File: src/rtl/serial_cmd_engine.sv
module serial_cmd_engine #(
  parameter int SLOW_DIV = 5
) (
  input  logic        clk,
  input  logic        rst_n,
  input  logic [7:0]  cmd_data,
  input  logic        cmd_valid,
  output logic        cmd_ready,
  input  logic [15:0] pin_in,
  input  logic        wait_pin,
  output logic [15:0] pin_out,
  output logic [15:0] pin_oe,
  output logic        sclk,
  output logic        sdo,
  output logic        rsp_valid,
  output logic [7:0]  rsp_data,
  output logic        flush
);
  localparam int DIV_W  = 16;
  localparam int HALF_W = DIV_W + 3;
  localparam int CNT_W  = DIV_W + 4;

  typedef enum logic [2:0] {S_OP, S_ARG, S_WAIT, S_CLK, S_ERR} st_t;

  st_t               st;
  logic [7:0]        op, a0, lo_val, lo_dir, hi_val, hi_dir;
  logic              argi, loop_en, div5, oc, wlvl, use_cnt, use_cond, act;
  logic [DIV_W-1:0]  div;
  logic [CNT_W-1:0]  left;
  logic [HALF_W-1:0] hc, half_len;

  function automatic logic [1:0] nargs(input logic [7:0] o);
    case (o)
      8'h80, 8'h82, 8'h86, 8'h8F, 8'h9C, 8'h9D: nargs = 2'd2;
      8'h8E:                                    nargs = 2'd1;
      default:                                  nargs = 2'd0;
    endcase
  endfunction

  assign cmd_ready = (st == S_OP) || (st == S_ARG);
  wire        acc      = cmd_valid && cmd_ready;
  wire [7:0]  eop      = (st == S_OP) ? cmd_data : op;
  wire [7:0]  ea0      = (st == S_ARG && nargs(op) == 2'd1) ? cmd_data : a0;
  wire [7:0]  ea1      = cmd_data;
  wire        go       = acc && ((st == S_OP && nargs(cmd_data) == 2'd0) ||
                                 (st == S_ARG && (nargs(op) == 2'd1 || argi)));
  wire        cond_met = (wait_pin == wlvl);
  wire [CNT_W-1:0] byte_pulses = (CNT_W'({ea1, ea0}) + CNT_W'(1)) << 3;

  assign half_len = div5 ? (HALF_W'(div) + HALF_W'(1)) * HALF_W'(SLOW_DIV)
                         : HALF_W'(div) + HALF_W'(1);

  assign sclk    = lo_val[0] ^ act;
  assign sdo     = lo_val[1];
  assign pin_out = {hi_val, lo_val[7:2], sdo, sclk};
  assign pin_oe  = oc ? ({hi_dir, lo_dir} & ~pin_out) : {hi_dir, lo_dir};
  wire [7:0] rd_lo = {pin_in[7:3], loop_en ? sdo : pin_in[2], pin_in[1:0]};

  always_ff @(posedge clk or negedge rst_n) begin
    if (!rst_n) begin
      st <= S_OP; op <= '0; a0 <= '0; argi <= 1'b0;
      lo_val <= '0; lo_dir <= '0; hi_val <= '0; hi_dir <= '0;
      loop_en <= 1'b0; div5 <= 1'b0; oc <= 1'b0; wlvl <= 1'b0;
      use_cnt <= 1'b0; use_cond <= 1'b0; act <= 1'b0;
      div <= '0; left <= '0; hc <= '0;
      rsp_valid <= 1'b0; rsp_data <= '0; flush <= 1'b0;
    end else begin
      rsp_valid <= 1'b0;
      flush     <= 1'b0;
      case (st)
        S_OP: if (acc) begin
          op <= cmd_data;
          argi <= 1'b0;
          if (nargs(cmd_data) != 2'd0) st <= S_ARG;
        end
        S_ARG: if (acc) begin
          a0 <= cmd_data;
          argi <= 1'b1;
          if (go) st <= S_OP;
        end
        S_WAIT: if (cond_met) st <= S_OP;
        S_CLK:
          if (hc != '0) hc <= hc - HALF_W'(1);
          else if (act) begin
            act <= 1'b0;
            hc  <= half_len - HALF_W'(1);
          end else if ((use_cnt && left == '0) || (use_cond && cond_met)) st <= S_OP;
          else begin
            act <= 1'b1;
            hc  <= half_len - HALF_W'(1);
            if (use_cnt) left <= left - CNT_W'(1);
          end
        S_ERR: begin
          rsp_valid <= 1'b1;
          rsp_data  <= op;
          st        <= S_OP;
        end
        default: st <= S_OP;
      endcase

      if (go) begin
        case (eop)
          8'h80: begin lo_val <= ea0; lo_dir <= ea1; end
          8'h82: begin hi_val <= ea0; hi_dir <= ea1; end
          8'h81: begin rsp_valid <= 1'b1; rsp_data <= rd_lo; end
          8'h83: begin rsp_valid <= 1'b1; rsp_data <= pin_in[15:8]; end
          8'h84: loop_en <= 1'b1;
          8'h85: loop_en <= 1'b0;
          8'h86: div <= {ea1, ea0};
          8'h87: flush <= 1'b1;
          8'h88: begin wlvl <= 1'b1; st <= S_WAIT; end
          8'h89: begin wlvl <= 1'b0; st <= S_WAIT; end
          8'h8A: div5 <= 1'b0;
          8'h8B: div5 <= 1'b1;
          8'h8E, 8'h8F, 8'h94, 8'h95, 8'h9C, 8'h9D: begin
            st <= S_CLK; hc <= '0; act <= 1'b0;
            use_cnt  <= (eop == 8'h8E) || (eop == 8'h8F) || (eop == 8'h9C) || (eop == 8'h9D);
            use_cond <= (eop == 8'h94) || (eop == 8'h95) || (eop == 8'h9C) || (eop == 8'h9D);
            wlvl     <= (eop == 8'h94) || (eop == 8'h9C);
            left     <= (eop == 8'h8E) ? CNT_W'(ea0) + CNT_W'(1) : byte_pulses;
          end
          8'h9E: oc <= 1'b1;
          default: begin rsp_valid <= 1'b1; rsp_data <= 8'hFA; st <= S_ERR; end
        endcase
      end
    end
  end

  AST_CLK_IDLE_PARSE: assert property (@(posedge clk) disable iff (!rst_n)
    cmd_ready |-> (sclk == lo_val[0]));
  AST_FLUSH_CAUSE: assert property (@(posedge clk) disable iff (!rst_n)
    flush |-> $past(acc && st == S_OP && cmd_data == 8'h87));
  AST_OC_NO_HIGH_DRIVE: assert property (@(posedge clk) disable iff (!rst_n)
    oc |-> ((pin_oe & pin_out) == 16'h0));
  AST_ERR_FIRST_BYTE: assert property (@(posedge clk) disable iff (!rst_n)
    (st == S_ERR) |-> (rsp_valid && rsp_data == 8'hFA));
  AST_SCLK_MOVES_LEGAL: assert property (@(posedge clk) disable iff (!rst_n)
    !$stable(sclk) |-> ($past(st) == S_CLK || $past(go)));
endmodule

File: config.mk
export PLATFORM = sky130hd
export DESIGN_NAME = serial_cmd_engine
export DESIGN_NICKNAME = d
export VERILOG_FILES = /design/src/rtl/serial_cmd_engine.sv
export SDC_FILE = /design/constraint.sdc
export NUM_CORES = 1
export LEC_CHECK = 0
export BUFFER_PORTS_ARGS = -buffer_cell sky130_fd_sc_hd__buf_2
export CORE_MARGIN = 4
export CORE_UTILIZATION = 66
export DETAILED_ROUTE_END_ITERATION = 16
export GPL_ROUTABILITY_DRIVEN = 0
export GPL_TIMING_DRIVEN = 0
export PLACE_DENSITY = 0.85
export SLEW_MARGIN = 20
export SYNTH_ARGS = -nofsm -noshare
export SYNTH_HDL_FRONTEND = slang
export SYNTH_SLANG_ARGS = --single-unit
export TNS_END_PERCENT = 10
File: constraint.sdc
create_clock -name clk -period 12.35 [get_ports clk]
set_input_delay 1.8525 -clock clk [delete_from_list [all_inputs] [get_ports clk]]
set_output_delay 1.8525 -clock clk [all_outputs]
set_load 0.05 [all_outputs]
==> impl_metrics.env <==
export IMPL_drc=0
export IMPL_synth_xor_area_share_pct=7.72
export IMPL_startpoint_type="flip-flop"
export IMPL_h_tree_depth=4
export IMPL_insertion_delay_ps=430
export IMPL_rrSetupSlack_ps=7310
export IMPL_cts_buffers=17
export IMPL_status="finished, final reports clean"
export IMPL_cts_tree="yes"
export IMPL_crit_top_cell="ha_1"
export IMPL_grt_use_total_pct=33.0
export IMPL_dr_pass1_iters=6
export IMPL_combPwrFrac_pct=45.7
export IMPL_multiInputGateArea_um2=5390
export IMPL_slowest_stage="dfrtp_1"
export IMPL_pwr_share_clk_pct=23.5
export IMPL_worstSetupEndpointType="flip-flop"
export IMPL_seq_area_um2=3100
export IMPL_ios=73
export IMPL_fmax_ghz=0.198
export IMPL_drive_gt1_share_pct=21.3
export IMPL_min_period_ps=5040
export IMPL_final_common_cell="dfrtp_1"
export IMPL_routedWlPerCell_um=19.9
export IMPL_final_fill_count=956
export IMPL_first_global_vias=7774
export IMPL_use_met2_pct=54.7
export IMPL_worstReg2RegStart="div[1]$_DFFE_PN0P_"
export IMPL_dr_total_vias=8082
export IMPL_cts_root_buf="clkbuf_16"
export IMPL_start_util_pct=67.1
export IMPL_hold_end="argi$_DFFE_PN0P_"
export IMPL_hold_viol=0
export IMPL_max_cap_viol_count=0
export IMPL_synth_seq_cells=124
export IMPL_clock_sinks=124
export IMPL_die_h_um=124
export IMPL_path_max_fanout=9
export IMPL_postCtsSetupBuffers=0
export IMPL_synthCells=961
export IMPL_die_w_um=124
export IMPL_viasPerCell=6.51
export IMPL_slew_viol_final=0
export IMPL_holdPathStages=1
export IMPL_tns_ps=0
export IMPL_antenna_found_initial=0
export IMPL_hold_buffers=0
export IMPL_path_clk_slew_ps=60
export IMPL_rows=42
export IMPL_reg2reg_to="hc[18]$_DFF_PN0_"
export IMPL_power_frac_seq_pct=30.8
export IMPL_synth_compound_area_share_pct=15.4
export IMPL_dp_hpwl_um=17600
export IMPL_port_buffers=71
export IMPL_met1_usage_pct=41.7
export IMPL_final_cell_mix="124 x dfrtp_1, 84 x mux2_2, 73 x buf_2, 68 x nand2_1, 67 x o21ai_0"
export IMPL_met3_usage_pct=6.99
export IMPL_ctsResizeCount=0
export IMPL_core_um2=13200
export IMPL_seq_area_frac_synth_pct=35.1
export IMPL_internal_power_uw=1160
export IMPL_synthAdderAreaFrac_pct=4.33
export IMPL_async_flop_share_pct=100
export IMPL_grt_busiest_layer="met2"
export IMPL_synth_top_family_by_area="simple AND/OR/NAND/NOR gates"
export IMPL_post_route_period_util_pct=40.8
export IMPL_finalSetupViolCount=0
export IMPL_drt_iter0_markers=839
export IMPL_crit_path_max_incr_delay_ps=450
export IMPL_grt_pass1_wl_um=39200
export IMPL_antenna_left=0
export IMPL_powerDensity_nw_per_um2=207
export IMPL_rsz0062_at_grt="no"
export IMPL_crit_type="flip-flop to flip-flop"
export IMPL_synth_simple_area_share_pct=20.5
export IMPL_pre_cts_slack_ps=7350
export IMPL_cp_required_ps=12670
export IMPL_die_area_um2=15300
export IMPL_yosysWarnings=0
export IMPL_nNetsFinal=1110
export IMPL_finClkSkew_ps=11.0
export IMPL_synthMuxAreaShare_pct=13.0
export IMPL_worstPathCellList="ha_1, and4_1, clkbuf_1, and3_1, nand3_1, xnor2_1, ha_1, ha_1, clkbuf_1, and3_1, and2_1, a211oi_1, xnor2_1, mux2_2, nor3_2, nand4_1, xor2_1, o32ai_1"
export IMPL_syn_area_um2=8850
export IMPL_slew_headroom_pct=37.5
export IMPL_synth_flop_cell="dfrtp_1"
export IMPL_yosysUniqueCellTypes=71
export IMPL_p_leak_uw=0.00454
export IMPL_power_switching_uw=918
export IMPL_tightestPinTransition_ps=930
export IMPL_area_growth_pct=13.4
export IMPL_grt_max_degree=71
export IMPL_grt_overflow_total=0
export IMPL_utilization_pct=76.1
export IMPL_synth_edf_count=0
export IMPL_synth_nets=1019
export IMPL_min_from="argi$_DFFE_PN0P_"
export IMPL_hold_slack_ps=489
export IMPL_synth_avg_cell_area_um2=9.21
export IMPL_switching_share_pct=44.2
export IMPL_clockBufferDepth=2
export IMPL_cp_arrival_ps=5360
export IMPL_ir_drop_uv=197
export IMPL_hold_path_class="flip-flop to flip-flop"
export IMPL_routed_wl_um=24700
export IMPL_setup_worst_path_start="div[1]$_DFFE_PN0P_"
export IMPL_setup_ws_ps=7310
export IMPL_reg2reg_depth=18
==> final cells by class <==
type	instances	share of cell area, %
plain buffers	60	2.62
clock inverters	14	1.36
clock buffers	18	4.38
multi-input cells	753	53.7
well taps	176	2.19
repair buffers	72	3.88
diodes	1	0.0249
flip-flops and latches	124	30.9
inverters	24	0.898
==> how the worst max path moves through the flow <==
stage / endpoint / cells after the start
6_report: hc[18]$_DFF_PN0_ / 18
4_1_cts: hc[18]$_DFF_PN0_ / 18
2_1_floorplan: hc[17]$_DFF_PN0_ / 18
3_3_place_gp: hc[17]$_DFF_PN0_ / 18
3_5_place_dp: hc[18]$_DFF_PN0_ / 18
5_1_grt: hc[18]$_DFF_PN0_ / 18
==> power by group through the flow <==
stage | clock network (µW) | registers [µW] | logic (µW)
2_1_floorplan | 0 | 665 | 654
3_3_place_gp | 0 | 630 | 904
3_5_place_dp | 0 | 638 | 925
4_1_cts | 491 | 634 | 937
5_1_grt | 512 | 651 | 1020
6_report | 488 | 639 | 950
==> routing by layer <==
| layer | routed length (µm) | vias to the layer above |
|---|---|---|
| met5 | 0 | - |
| met4 | 946 | 0 |
| met3 | 1890 | 86 |
| met2 | 12100 | 445 |
| met1 | 9790 | 3839 |
| li1 | - | 3712 |
==> state kept, by name (all words and copies together), names as in the netlist, 3 cells and up <==
name,flops
left,20
hc,19
div,16
a0,8
hi_dir,8
hi_val,8
lo_dir,8
lo_val,8
op,8
rsp_data,8
st,3
==> cell usage after synthesis (all sizes together) (16+ instances only) <==
cell / count / area share (%)
nand2: 69 / 3.0
nand4: 18 / 1.3
a21oi: 43 / 2.4
mux2i: 20 / 2.3
nand3: 39 / 2.3
buf: 16 / 1.1
nor2: 54 / 2.3
xor2: 31 / 3.1
xnor2: 47 / 4.7
a21boi: 17 / 1.4
ha: 29 / 4.1
o22ai: 18 / 1.3
inv: 23 / 0.98
dfrtp: 124 / 35
mux2: 84 / 11
nor3: 30 / 2.1
clkbuf: 44 / 1.9
o21ai: 67 / 3.8
==> critical path: cells and delay by family, from the launching register on <==
kind | cells | cell delay [ps]
xor gates and xnor gates | 3 | 680
AOI/OAI and AO/OA | 2 | 670
DFF | 1 | 450
muxes | 1 | 310
adders and majority gates | 3 | 920
and+or+nand+nor | 7 | 1480
buffers and inverters | 2 | 420
==> logic make-up after synthesis <==
| group | after synthesis |
|---|---|
| adders and majority gates | 30 |
| xor gates and xnor gates | 78 |
| muxes | 104 |
| buffers and inverters | 84 |
| and+or+nand+nor | 324 |
| AOI/OAI and AO/OA | 217 |
| DFF | 124 |
==> metrics by stage <==
stage	instance area [µm²]	total power, µW	std cells
floorplan	8850	1320	961
global placement	9430	1530	1208
detailed placement	9460	1560	1209
CTS	10000	2060	1241
global route	10000	2180	1241
finish	10000	2080	1242
Power figures use the tool's default switching activity.
